### config.mk
export PLATFORM = sky130hd
export DESIGN_NAME = tsl_core
export DESIGN_NICKNAME = d
export VERILOG_FILES = /design/src/rtl/tsl_pkg.sv /design/src/rtl/tsl_cfg_regs.sv /design/src/rtl/tsl_limit_cmp.sv /design/src/rtl/tsl_temp_track.sv /design/src/rtl/tsl_core.sv
export SDC_FILE = /design/constraint.sdc
export NUM_CORES = 1
export LEC_CHECK = 0
export ABC_AREA = 0
export BUFFER_PORTS_ARGS = -buffer_cell sky130_fd_sc_hd__buf_2
export CAP_MARGIN = 40
export CORE_MARGIN = 8
export CORE_UTILIZATION = 25
export CTS_CLUSTER_SIZE = 8
export DETAILED_ROUTE_END_ITERATION = 10
export PLACE_DENSITY = 0.45
export SKIP_CTS_REPAIR_TIMING = 1
export SYNTH_ARGS = -nofsm -noshare
export SYNTH_HDL_FRONTEND = slang
export SYNTH_HIERARCHICAL = 1
export SYNTH_SLANG_ARGS = --single-unit
### constraint.sdc
create_clock -name clk -period 6.5 [get_ports clk]
set_input_delay 0.975 -clock clk [delete_from_list [all_inputs] [get_ports clk]]
set_output_delay 0.975 -clock clk [all_outputs]
set_load 0.1 [all_outputs]
### src/rtl/tsl_pkg.sv
package tsl_pkg;

    localparam int DATA_W       = 16;
    localparam int ADDR_W       = 3;
    localparam int TEMP_W       = 13;
    localparam int XW           = TEMP_W + 2;   // widened signed compare width
    localparam int N_LIM        = 3;
    localparam int CFG_USED_W   = 11;           // bits 10:0 writable
    localparam int HALF_DEG_LSB = 8;            // 0.5 C at 0.0625 C/LSB

    localparam int LIM_HIGH = 0;
    localparam int LIM_LOW  = 1;
    localparam int LIM_CRIT = 2;

    typedef enum logic [ADDR_W-1:0] {
        RA_CAP  = 3'd0,
        RA_CFG  = 3'd1,
        RA_HIGH = 3'd2,
        RA_LOW  = 3'd3,
        RA_CRIT = 3'd4,
        RA_TEMP = 3'd5,
        RA_MFR  = 3'd6,
        RA_DEV  = 3'd7
    } reg_addr_e;

    typedef struct packed {
        logic [4:0] rsv;        // 15:11
        logic [1:0] hyst;       // 10:9
        logic       shdn;       // 8
        logic       evt_lock;   // 7
        logic       crit_lock;  // 6
        logic [2:0] spare_hi;   // 5:3
        logic       crit_only;  // 2
        logic [1:0] spare_lo;   // 1:0
    } cfg_t;

    localparam logic [DATA_W-1:0] CFG_WMASK = DATA_W'((1 << CFG_USED_W) - 1);

    function automatic reg_addr_e lim_addr(input int idx);
        case (idx)
            LIM_HIGH: return RA_HIGH;
            LIM_LOW:  return RA_LOW;
            default:  return RA_CRIT;
        endcase
    endfunction

    function automatic logic signed [XW-1:0] sx(input logic [TEMP_W-1:0] v);
        return $signed({{(XW-TEMP_W){v[TEMP_W-1]}}, v});
    endfunction

    function automatic logic signed [XW-1:0] hyst_lsb(input logic [1:0] code);
        case (code)
            2'd0:    return '0;
            2'd1:    return XW'(3 * HALF_DEG_LSB);
            2'd2:    return XW'(6 * HALF_DEG_LSB);
            default: return XW'(12 * HALF_DEG_LSB);
        endcase
    endfunction

endpackage

### src/rtl/tsl_cfg_regs.sv
module tsl_cfg_regs
    import tsl_pkg::*;
(
    input  logic                          clk,
    input  logic                          rst,
    input  logic                          we,
    input  logic [ADDR_W-1:0]             addr,
    input  logic [DATA_W-1:0]             wdata,
    output cfg_t                          cfg_q,
    output logic [N_LIM-1:0][TEMP_W-1:0]  lim_q
);

    logic any_lock;
    cfg_t cfg_nx;

    assign any_lock = cfg_q.evt_lock | cfg_q.crit_lock;

    always_comb begin
        cfg_nx = cfg_t'(wdata & CFG_WMASK);
        if (any_lock) begin
            cfg_nx.hyst = cfg_q.hyst;
        end
    end

    always_ff @(posedge clk) begin
        if (rst) begin
            cfg_q <= '0;
        end else if (we && (addr == RA_CFG)) begin
            cfg_q <= cfg_nx;
        end
    end

    for (genvar i = 0; i < N_LIM; i++) begin : g_lim
        logic locked;
        logic hit;

        if (i == LIM_CRIT) begin : g_crit
            assign locked = cfg_q.crit_lock;
        end else begin : g_evt
            assign locked = cfg_q.evt_lock;
        end

        assign hit = we && (addr == lim_addr(i)) && !locked;

        always_ff @(posedge clk) begin
            if (rst) begin
                lim_q[i] <= '0;
            end else if (hit) begin
                lim_q[i] <= wdata[TEMP_W-1:0];
            end
        end
    end

endmodule

### src/rtl/tsl_limit_cmp.sv
module tsl_limit_cmp
    import tsl_pkg::*;
#(
    parameter bit ABOVE = 1'b1
) (
    input  logic              clk,
    input  logic              rst,
    input  logic              upd,
    input  logic [TEMP_W-1:0] temp,
    input  logic [TEMP_W-1:0] limit,
    input  logic [1:0]        hyst_code,
    output logic              flag
);

    logic signed [XW-1:0] t_s;
    logic signed [XW-1:0] l_s;
    logic signed [XW-1:0] h_s;
    logic                 nxt;

    assign t_s = sx(temp);
    assign l_s = sx(limit);
    assign h_s = hyst_lsb(hyst_code);

    if (ABOVE) begin : g_above
        always_comb begin
            if (flag) nxt = t_s > (l_s - h_s);
            else      nxt = t_s > l_s;
        end
    end else begin : g_below
        always_comb begin
            if (flag) nxt = t_s < (l_s + h_s);
            else      nxt = t_s < l_s;
        end
    end

    always_ff @(posedge clk) begin
        if (rst) begin
            flag <= 1'b0;
        end else if (upd) begin
            flag <= nxt;
        end
    end

endmodule

### src/rtl/tsl_temp_track.sv
module tsl_temp_track
    import tsl_pkg::*;
(
    input  logic                          clk,
    input  logic                          rst,
    input  logic                          smp_valid,
    input  logic [TEMP_W-1:0]             smp_temp,
    input  logic                          shdn,
    input  logic [1:0]                    hyst_code,
    input  logic [N_LIM-1:0][TEMP_W-1:0]  lim_q,
    output logic [TEMP_W-1:0]             temp_q,
    output logic [N_LIM-1:0]              alm_q
);

    logic take;

    assign take = smp_valid && !shdn;

    always_ff @(posedge clk) begin
        if (rst) begin
            temp_q <= '0;
        end else if (take) begin
            temp_q <= smp_temp;
        end
    end

    for (genvar i = 0; i < N_LIM; i++) begin : g_cmp
        tsl_limit_cmp #(
            .ABOVE (i != LIM_LOW)
        ) u_cmp (
            .clk       (clk),
            .rst       (rst),
            .upd       (take),
            .temp      (smp_temp),
            .limit     (lim_q[i]),
            .hyst_code (hyst_code),
            .flag      (alm_q[i])
        );
    end

endmodule

### src/rtl/tsl_core.sv
module tsl_core
    import tsl_pkg::*;
#(
    parameter logic [15:0] MFR_ID    = 16'h1A2B,
    parameter logic [15:0] DEV_ID    = 16'h0C01,
    parameter bit          EXT_RANGE = 1'b1
) (
    input  logic              clk,
    input  logic              rst,
    input  logic [2:0]        bus_addr,
    input  logic [15:0]       bus_wdata,
    input  logic              bus_we,
    output logic [15:0]       bus_rdata,
    input  logic              smp_valid,
    input  logic [12:0]       smp_temp,
    output logic              evt
);

    localparam logic [DATA_W-1:0] CAP_WORD = DATA_W'({EXT_RANGE, 2'b11});
    localparam int                PAD_W    = DATA_W - TEMP_W;

    cfg_t                         cfg_q;
    logic [N_LIM-1:0][TEMP_W-1:0] lim_q;
    logic [TEMP_W-1:0]            temp_q;
    logic [N_LIM-1:0]             alm_q;

    tsl_cfg_regs u_regs (
        .clk   (clk),
        .rst   (rst),
        .we    (bus_we),
        .addr  (bus_addr),
        .wdata (bus_wdata),
        .cfg_q (cfg_q),
        .lim_q (lim_q)
    );

    tsl_temp_track u_track (
        .clk       (clk),
        .rst       (rst),
        .smp_valid (smp_valid),
        .smp_temp  (smp_temp),
        .shdn      (cfg_q.shdn),
        .hyst_code (cfg_q.hyst),
        .lim_q     (lim_q),
        .temp_q    (temp_q),
        .alm_q     (alm_q)
    );

    always_comb begin
        case (reg_addr_e'(bus_addr))
            RA_CAP:  bus_rdata = CAP_WORD;
            RA_CFG:  bus_rdata = cfg_q;
            RA_HIGH: bus_rdata = {{PAD_W{1'b0}}, lim_q[LIM_HIGH]};
            RA_LOW:  bus_rdata = {{PAD_W{1'b0}}, lim_q[LIM_LOW]};
            RA_CRIT: bus_rdata = {{PAD_W{1'b0}}, lim_q[LIM_CRIT]};
            RA_TEMP: bus_rdata = {alm_q[LIM_CRIT], alm_q[LIM_HIGH], alm_q[LIM_LOW], temp_q};
            RA_MFR:  bus_rdata = MFR_ID;
            default: bus_rdata = DEV_ID;
        endcase
    end

    assign evt = cfg_q.crit_only ? alm_q[LIM_CRIT] : (|alm_q);

endmodule

==> results of run 1 <==
==> report_power, final <==
part / switching [uW] / internal, uW / leakage [uW] / total (uW)
sequential: 17.0 / 419 / 0.000537 / 436
combinational: 221 / 118 / 0.00214 / 339
clock: 189 / 317 / 0.000145 / 506
==> per-stage QoR <==
| stage | cells | util |
|---|---|---|
| floorplan | 726 | - |
| global placement | 1066 | 0.273 |
| detailed placement | 1069 | 0.274 |
| CTS | 1085 | 0.287 |
| global route | 1085 | 0.287 |
| finish | 1085 | 0.287 |
==> worst max path at each step <==
stage	end	slack (ns)	cells after the start
2_1_floorplan	bus_rdata[0]	1.97	5
3_3_place_gp	bus_rdata[9]	2.46	5
3_5_place_dp	bus_rdata[9]	2.40	5
4_1_cts	bus_rdata[9]	2.40	5
5_1_grt	u_track/g_cmp[2].u_cmp/flag	2.22	14
6_report	bus_rdata[9]	2.43	5
==> flip-flops by register name, indices dropped and copies added (netlist names) <==
register	cells
u_regs/cfg_q	9
u_track/temp_q	13
u_regs/lim_q	39
u_track/g_cmp.u_cmp/flag	3
u_regs/g_lim.locked	2
==> layout make-up <==
| type | count | area (sq um) |
|---|---|---|
| Multi-Input combinational cell | 557 | 4370 |
| Fill cell | 2657 | 17300 |
| Tap cell | 324 | 405 |
| Inverter | 68 | 255 |
| Sequential cell | 66 | 1320 |
| Clock buffer | 12 | 256 |
| Clock inverter | 4 | 50.0 |
| Timing Repair Buffer | 54 | 302 |
==> layer usage <==
metal  up-vias  global-route usage  part of all wire
met1      2465               0.195              0.51
met2        99               0.210              0.44
met5         -                   0                 0
met4         0              0.0237            0.0073
li1       2621                   -                 -
met3        13              0.0250             0.040
==> Yosys cell counts (all sizes together) (2+ instances only) <==
cell type   n  area share
a21boi      3      0.0037
nand3      15       0.012
inv        67       0.041
buf        25       0.028
xnor2      21       0.030
nor3       11      0.0098
mux2i      45       0.073
nand4bb    14       0.026
ha         92        0.19
mux2       12       0.022
o211ai      9       0.011
nor2b      16       0.018
o22ai       3      0.0031
nand4      13       0.013
a211oi      4      0.0049
a31oi       4      0.0041
nand2      45       0.028
o31ai       2      0.0024
nor4b       4      0.0067
nor4        2      0.0020
o221ai      2      0.0029
a21oi      50       0.042
nor2       25       0.016
clkbuf     10      0.0061
o21bai      2      0.0024
a21o        9       0.011
nand3b      3      0.0037
a22oi       4      0.0049
a221oi     10       0.014
dfxtp      66        0.22
nor3b       2      0.0024
o2111ai     4      0.0057
o21ai      26       0.027
or3         2      0.0029
nand2b     73       0.074
o21a        3      0.0037
and4        5      0.0075
fa          3      0.0098
and2        2      0.0020
==> cell families after synthesis <==
group           count (synthesis)
mux                            57
flops                          66
buf+inv                       103
other cells                     1
xor+xnor                       22
fa+ha+maj                      95
compound gates                141
simple gates                  237
==> worst max-delay path: stages <==
cell and delay (ns):
buf_2 0.45, nor2b_1 0.71, a22oi_1 0.15, o211ai_1 0.30
buf_2 0.49
==> impl_metrics.csv, run 1 <==
group,metric,value,unit
worst_setup_path,reg2reg_from,"u_regs/cfg_q[9]",
die,core_area,24200,sq um
die,fp-row-count,57,
timing,worst_slack,2.43,ns
placed_design,dp_slack,2.40,ns
power_and_ir_drop,ir_drop,0.143,mV
worst_hold_path,whs_endpoint,"u_regs/cfg_q[3]",
cells_and_area,synthToLayoutAreaGrowth,13.4,%
die,start_util,0.253,
drt,drc_errors,0,
drt,dr.pass1.iters,5,
timing,report.final.slew_viol_count,0,
clock_network,htree_levels,3,
placed_design,portBuffers,49,
worst_hold_path,worstHoldPathType,"register to register",
power_and_ir_drop,leakagePower,0.00283,uW
worst_setup_path,arrival,3.10,ns
yosys,syn_inst,722,
drt,ant_nets,0,
cells_and_area,layout_common_cells,"ha_1, nand2b_1, inv_1",
timing,period_needed,4.07,ns
yosys,synth_edf_count,0,
yosys,synth_top_family_by_area,"simple AND/OR/NAND/NOR gates",
cells_and_area,final_area,6960,sq um
timing,hold_ws,0.459,ns
power_and_ir_drop,power_density,184,nW/um^2
worst_setup_path,critPathRequiredTime,5.52,ns
grt,grt_pass1_vias,5059,
grt,grt_max_degree,55,
placed_design,place_congestion,0.790,
yosys,synth_compound_area_frac,0.153,
worst_hold_path,hold-path-cell-count,2,
yosys,synth.distinct_cells,66,
clock_network,root_buffer,"clkbuf_16",
die,die_x,173,microns
yosys,ys_seq_elements,66,
yosys,netlist_area,6140,sq um
clock_network,clkTransAtPathRegs,0.06,ns
yosys,synth-xor-area-share,0.0314,
worst_setup_path,timing.critical_path.from,"bus_addr[2]",
cells_and_area,antennaDiodeCount,0,
die,die_h,173,microns
grt,antenna_found_initial,0,
yosys,synth_fa_ha_area_frac,0.197,
die,ios,53,
worst_setup_path,cp_max_fo,25,
run,cap_violations,0,
drt,wl_per_cell,18.7,microns
timing,slew_headroom,0.430,
clock_network,clk-insertion-delay-late,0.34,ns
worst_hold_path,min_from,"u_regs/cfg_q[3]",
outcome,outcome,"completed",
worst_setup_path,reg2reg_depth,14,
power_and_ir_drop,power.total,1280,uW
clock_network,cts_buffers,9,
timing,rsz0062_at_grt,"no",
yosys,synthArstFlopShare,0,
timing,hold_viol_final,0,
yosys,syn_area_per_cell,8.50,sq um
timing,clock_skew,0.00704,ns
yosys,muxShareOfSynthArea,0.0954,
drt,vias,5198,
placed_design,place_area,6650,sq um
yosys,yosys.area_share.simple,0.232,
die,dieArea,29800,sq um
yosys,yosysWarnings,6,
timing,timing.fmax,246,MHz
clock_network,clock_sinks,66,
drt,vias_per_cell,4.79,
grt,grt_overflow_total,0,
drt,wirelength,20.3,mm
grt,grt_pass1_wl,31.3,mm
timing,setup_viol,0,
worst_setup_path,critPathCaptureType,"output pin",
timing,finalCritPeriodShare,0.627,
cells_and_area,final_common_cell,"ha_1",
timing,fin_setup_tns,0,ns
grt,grt_use_total,0.136,
clock_network,cts_tree,"done",
timing,worst_pin_slew,0.843,ns
worst_setup_path,r2r_slack,2.51,ns
worst_setup_path,rr_endpoint,"u_track/g_cmp[2].u_cmp/flag",
cells_and_area,drive_above_1_share,0.134,
yosys,synth-seq-area-share,0.215,
clock_network,clock_path_buffers,2,
cells_and_area,finalNetCount,887,
drt,drt-initial-drc-count,336,
worst_setup_path,worstSetupPathType,"input pin to output pin",
placed_design,hpwl,15.8,mm
yosys,ys.flop_type,"dfxtp_1",
worst_setup_path,cp-start-kind,"input pin",
(Power assumes the default switching activity.)
==> inputs of run 2 (changes only) <==
==> constraint.sdc (replaced) <==
create_clock -name clk -period 4.25 [get_ports clk]
set_input_delay 0.6375 -clock clk [delete_from_list [all_inputs] [get_ports clk]]
set_output_delay 0.6375 -clock clk [all_outputs]
set_load 0.1 [all_outputs]
==> run 2 against run 1 <==
  * Worst setup slack got worse by 2.0 ns
  * Via count decreased by 0.19%
  * First-iteration DRC count fell by 21%
  * Sequential cell count did not move
  * Clock power grew 62%
  * Highest routed layer unchanged
==> impl_metrics.csv, run 2 (synthesis results as in run 1) <==
group,metric,value,unit
clock_network,cts_tree,"done",
drt,drc_errors,0,
die,core_area,24200,sq um
timing,rsz0062_at_grt,"no",
timing,clock_skew,0.00989,ns
worst_setup_path,cp-start-kind,"register",
grt,antenna_found_initial,0,
die,ios,53,
drt,wirelength,21.0,mm
timing,slew_headroom,0.433,
power_and_ir_drop,p_int,1340,uW
grt,grtUsageMet2,0.216,
power_and_ir_drop,leakagePower,0.00286,uW
cells_and_area,largest_register_ffs,39,
power_and_ir_drop,power_density,286,nW/um^2
worst_setup_path,timing.critical_path.from,"u_regs/cfg_q[10]",
drt,drt-initial-drc-count,266,
cells_and_area,regArea,1320,sq um
timing,setup_viol,0,
power_and_ir_drop,ir_drop,0.247,mV
placed_design,portBuffers,49,
cells_and_area,layout_common_cells,"ha_1, nand2b_1, inv_1",
worst_setup_path,critPathCaptureType,"register",
worst_setup_path,arrival,4.10,ns
placed_design,hpwl,16.3,mm
die,die_h,173,microns
power_and_ir_drop,p_seq_frac,0.330,
cells_and_area,drive_above_1_share,0.142,
power_and_ir_drop,power.total,2010,uW
grt,grt_pass1_vias,5140,
placed_design,place_congestion,0.799,
drt,vias,5188,
die,start_util,0.253,
placed_design,placedCellCount,1076,
timing,finalCritPeriodShare,0.908,
drt,dr.pass1.iters,5,
die,dieArea,29800,sq um
clock_network,cts_buffers,9,
grt,grt_use_total,0.139,
die,die_x,173,microns
timing,worst_pin_slew,0.839,ns
power_and_ir_drop,p_sw_frac,0.336,
cells_and_area,finalNetCount,894,
clock_network,clock_path_buffers,2,
clock_network,clk-insertion-delay-late,0.34,ns
worst_hold_path,min_from,"u_regs/cfg_q[3]",
grt,grt_overflow_total,0,
timing,hold_viol_final,0,
clock_network,clkTransAtPathRegs,0.07,ns
clock_network,root_buffer,"clkbuf_16",
cells_and_area,synthToLayoutAreaGrowth,14.5,%
power_and_ir_drop,p_clk_frac,0.408,
worst_setup_path,reg2reg_depth,13,
run,cap_violations,0,
cells_and_area,largestRegisters,"u_regs/lim_q (39), u_track/temp_q (13), u_regs/cfg_q (9)",
die,fp-row-count,57,
cells_and_area,final_common_cell,"ha_1",
drt,vias_per_cell,4.75,
cells_and_area,largest_register,"u_regs/lim_q",
clock_network,htree_levels,3,
timing,timing.fmax,259,MHz
outcome,outcome,"completed",
worst_setup_path,reg2reg_from,"u_regs/cfg_q[10]",
grt,met3_usage,0.0237,
grt,use_met1,0.197,
timing,period_needed,3.86,ns
drt,wl_per_cell,19.2,microns
cells_and_area,fin_cells,1092,
worst_setup_path,worstSetupPathType,"register to register",
timing,fin_setup_tns,0,ns
power_and_ir_drop,p_sw,676,uW
worst_hold_path,worstHoldPathType,"register to register",
grt,grt_max_degree,45,
clock_network,clock_sinks,66,
grt,grt_pass1_wl,31.9,mm
timing,report.final.slew_viol_count,0,
worst_setup_path,cp_max_fo,11,
cells_and_area,fillers,2713,
worst_setup_path,critPathRequiredTime,4.49,ns
worst_hold_path,hold-path-cell-count,2,
power_and_ir_drop,pwr-share-comb,0.261,
grt,grt.busiest_layer,"met2",
cells_and_area,post-route-util,0.290,
drt,ant_nets,0,
cells_and_area,multiInputGateArea,4370,sq um
## run 2: cell types whose count changed in the layout (fill, tap and decap cells not counted), sizes merged
cell,delta
buf,+7
bufinv,+1
clkbuf,-3
clkinv,-1
clkinvlp,+1
diode,+1
inv,+1
## run 2: critical path, cell delays in order, from the launching register on
cell and delay [ns]:
dfxtp_1 0.62, ha_1 0.36, fa_1 0.45, a21o_1 0.18, a21oi_1 0.21, nand2_1 0.13
nor3_1 0.29, a21oi_1 0.13, ha_1 0.35, nand4_1 0.19, nor2_1 0.15, a31oi_1 0.11
or3b_1 0.35, a32o_1 0.25
## run 2: through the flow
| stage | setup WS, ns | cell area [sq um] | hold slack (ns) |
|---|---|---|---|
| after global routing | 0.127 | 7020 | 0.483 |
| after CTS | 0.409 | 7020 | 0.460 |
| after floorplan | 0.399 | 6150 | 0.434 |
| after global placement | 0.444 | 6670 | 0.449 |
| after detailed placement | 0.431 | 6710 | 0.452 |
| final | 0.392 | 7030 | 0.456 |
## run 2: per-layer routing
layer | wire length, microns | vias to the layer above
met5 | 0 | -
met2 | 9180 | 84
met1 | 10800 | 2448
met4 | 284 | 0
met3 | 643 | 13
li1 | - | 2643
## run 2: final timing paths
path,slack (ns),to
setup reg to reg,0.39,u_track/g_cmp[2].u_cmp/flag
hold reg to reg,0.46,u_regs/cfg_q[3]
setup / recovery,0.39,u_track/g_cmp[2].u_cmp/flag
hold / removal,0.46,u_regs/cfg_q[3]
## run 2: final cells by class
type	count	share of cell area
well taps	324	0.0577
multi-input cells	557	0.622
diodes	1	0.000356
clock inverters	6	0.0130
inverters	68	0.0363
repair buffers	61	0.0504
flip-flops and latches	66	0.188
clock buffers	9	0.0321
## run 2: power by group through the flow
stage,Clock (uW),Combinational [uW],Sequential (uW)
floorplan,0,389,667
global placement,0,526,678
detailed placement,0,527,679
CTS,839,530,665
global route,860,579,668
finish,822,526,665
==> inputs of run 3 (changes only) <==
==> constraint.sdc (replaced) <==
create_clock -name clk -period 3.7 [get_ports clk]
set_input_delay 0.555 -clock clk [delete_from_list [all_inputs] [get_ports clk]]
set_output_delay 0.555 -clock clk [all_outputs]
set_load 0.1 [all_outputs]
==> run 3 against run 2 <==
  * Non-clock buffer count is 12 higher
  * Register-to-register slack worse by 0.14 ns
  * Sequential power is 15% higher
  * Clock power is 2.8% lower
  * Via count is 2.1% higher
  * Worst setup slack worse by 0.14 ns
  * Core utilization is 0.31 points higher
  * Sequential share of layout area is 0.18 points lower
  * First-iteration DRC count is 32% higher
  * Worst hold slack better by 0.0016 ns
  * Total power is 8.4% higher
  * Count of clock-buffer cells in the layout is 3 higher
  * Highest routed layer unchanged
==> impl_metrics.csv, run 3 (synthesis results as in run 1) <==
group,metric,value,unit
worst_setup_path,worstSetupPathType,"register to register",
clock_network,clock_sinks,66,
drt,drt-initial-drc-count,350,
cells_and_area,largestRegisters,"u_regs/lim_q (39), u_track/temp_q (13), u_regs/cfg_q (9)",
grt,antenna_found_initial,0,
grt,grt_max_degree,50,
cells_and_area,largest_register_ffs,39,
grt,grt_pass1_vias,5133,
die,die_x,173,microns
cells_and_area,post-route-util,0.293,
drt,wl_per_cell,19.2,microns
die,die_h,173,microns
power_and_ir_drop,ir_drop,0.228,mV
cells_and_area,finalNetCount,906,
power_and_ir_drop,leakagePower,0.00291,uW
timing,period_needed,3.45,ns
run,cap_violations,0,
drt,ant_nets,0,
grt,grt_use_total,0.139,
placed_design,place_congestion,0.791,
placed_design,portBuffers,49,
cells_and_area,regArea,1320,sq um
cells_and_area,antennaDiodeCount,0,
cells_and_area,fillers,2668,
worst_setup_path,critPathCaptureType,"register",
timing,timing.fmax,290,MHz
drt,wirelength,21.2,mm
timing,hold_viol_final,0,
timing,clock_skew,0.00505,ns
die,ios,53,
outcome,outcome,"completed",
cells_and_area,final_area,7100,sq um
worst_setup_path,arrival,3.67,ns
timing,slew_headroom,0.440,
clock_network,cts_buffers,9,
placed_design,dp_slack,0.127,ns
timing,report.final.slew_viol_count,0,
clock_network,htree_levels,3,
placed_design,hpwl,16.6,mm
timing,finalCritPeriodShare,0.932,
cells_and_area,final_common_cell,"ha_1",
drt,vias_per_cell,4.80,
worst_setup_path,critPathRequiredTime,3.93,ns
die,fp-row-count,57,
clock_network,clock_path_buffers,2,
grt,grt_overflow_total,0,
worst_setup_path,reg2reg_depth,14,
die,start_util,0.253,
cells_and_area,multiInputGateArea,4390,sq um
timing,worst_slack,0.252,ns
worst_hold_path,hold-path-cell-count,2,
clock_network,clk-insertion-delay-late,0.34,ns
drt,dr.pass1.iters,5,
worst_hold_path,worstHoldPathType,"register to register",
timing,setup_viol,0,
drt,drc_errors,0,
drt,vias,5298,
power_and_ir_drop,power_density,307,nW/um^2
die,core_area,24200,sq um
clock_network,root_buffer,"clkbuf_16",
timing,rsz0062_at_grt,"no",
cells_and_area,fin_cells,1104,
placed_design,place_area,6810,sq um
clock_network,cts_tree,"done",
die,dieArea,29800,sq um
clock_network,clkTransAtPathRegs,0.06,ns
grt,grt_pass1_wl,32.1,mm
worst_setup_path,cp-start-kind,"register",
cells_and_area,synthToLayoutAreaGrowth,15.7,%
cells_and_area,largest_register,"u_regs/lim_q",
cells_and_area,drive_above_1_share,0.160,
placed_design,placedCellCount,1088,
worst_setup_path,cp_max_fo,4,
cells_and_area,layout_common_cells,"ha_1, nand2b_1, inv_1",
timing,fin_setup_tns,0,ns
timing,worst_pin_slew,0.828,ns
## run 3: power by group
part	total [uW]	internal [uW]	switching [uW]	leakage, uW
Sequential	763	736	27.8	0.000537
Combinational	620	220	400	0.00224
Clock	799	471	328	0.000125
Total	2180	1430	755	0.00291
## run 3: final cells by class
cell class              instances  share of cell area
flip-flops and latches         66               0.186
repair buffers                 73              0.0638
well taps                     324              0.0571
inverters                      68              0.0359
clock inverters                 4             0.00388
multi-input cells             557               0.618
clock buffers                  12              0.0347
## run 3: critical path: stages (launching register included)
cell and delay [ns]:
dfxtp_2 0.36, inv_1 0.05, ha_1 0.33, fa_1 0.45
a21o_1 0.19, a21oi_2 0.15, nand2_1 0.11, nor3_2 0.25
a21oi_1 0.11, ha_1 0.34, nand4_1 0.16, nor2_1 0.13
a31oi_1 0.11, or3b_1 0.36, a32o_1 0.26
## run 3: metrics by stage
step	hold WS [ns]	total power (uW)
after floorplan	0.434	1210
after global placement	0.447	1400
after detailed placement	0.450	1400
after CTS	0.454	2200
after global routing	0.465	2310
final	0.457	2180
## run 3: layer usage
layer | global-route usage | wire length, microns | share of wire
met3 | 0.0264 | 738 | 0.035
met4 | 0.0305 | 233 | 0.011
met2 | 0.210 | 9240 | 0.44
met1 | 0.201 | 11000 | 0.52
met5 | 0 | 0 | 0
## run 3: path summary, 6_finish.rpt
| path | startpoint | end | slack (ns) |
|---|---|---|---|
| min | u_regs/cfg_q[1] | u_regs/cfg_q[1] | 0.46 |
| max reg2reg | u_regs/cfg_q[9] | u_track/g_cmp[2].u_cmp/flag | 0.25 |
| max | u_regs/cfg_q[9] | u_track/g_cmp[2].u_cmp/flag | 0.25 |
| min reg2reg | u_regs/cfg_q[1] | u_regs/cfg_q[1] | 0.46 |
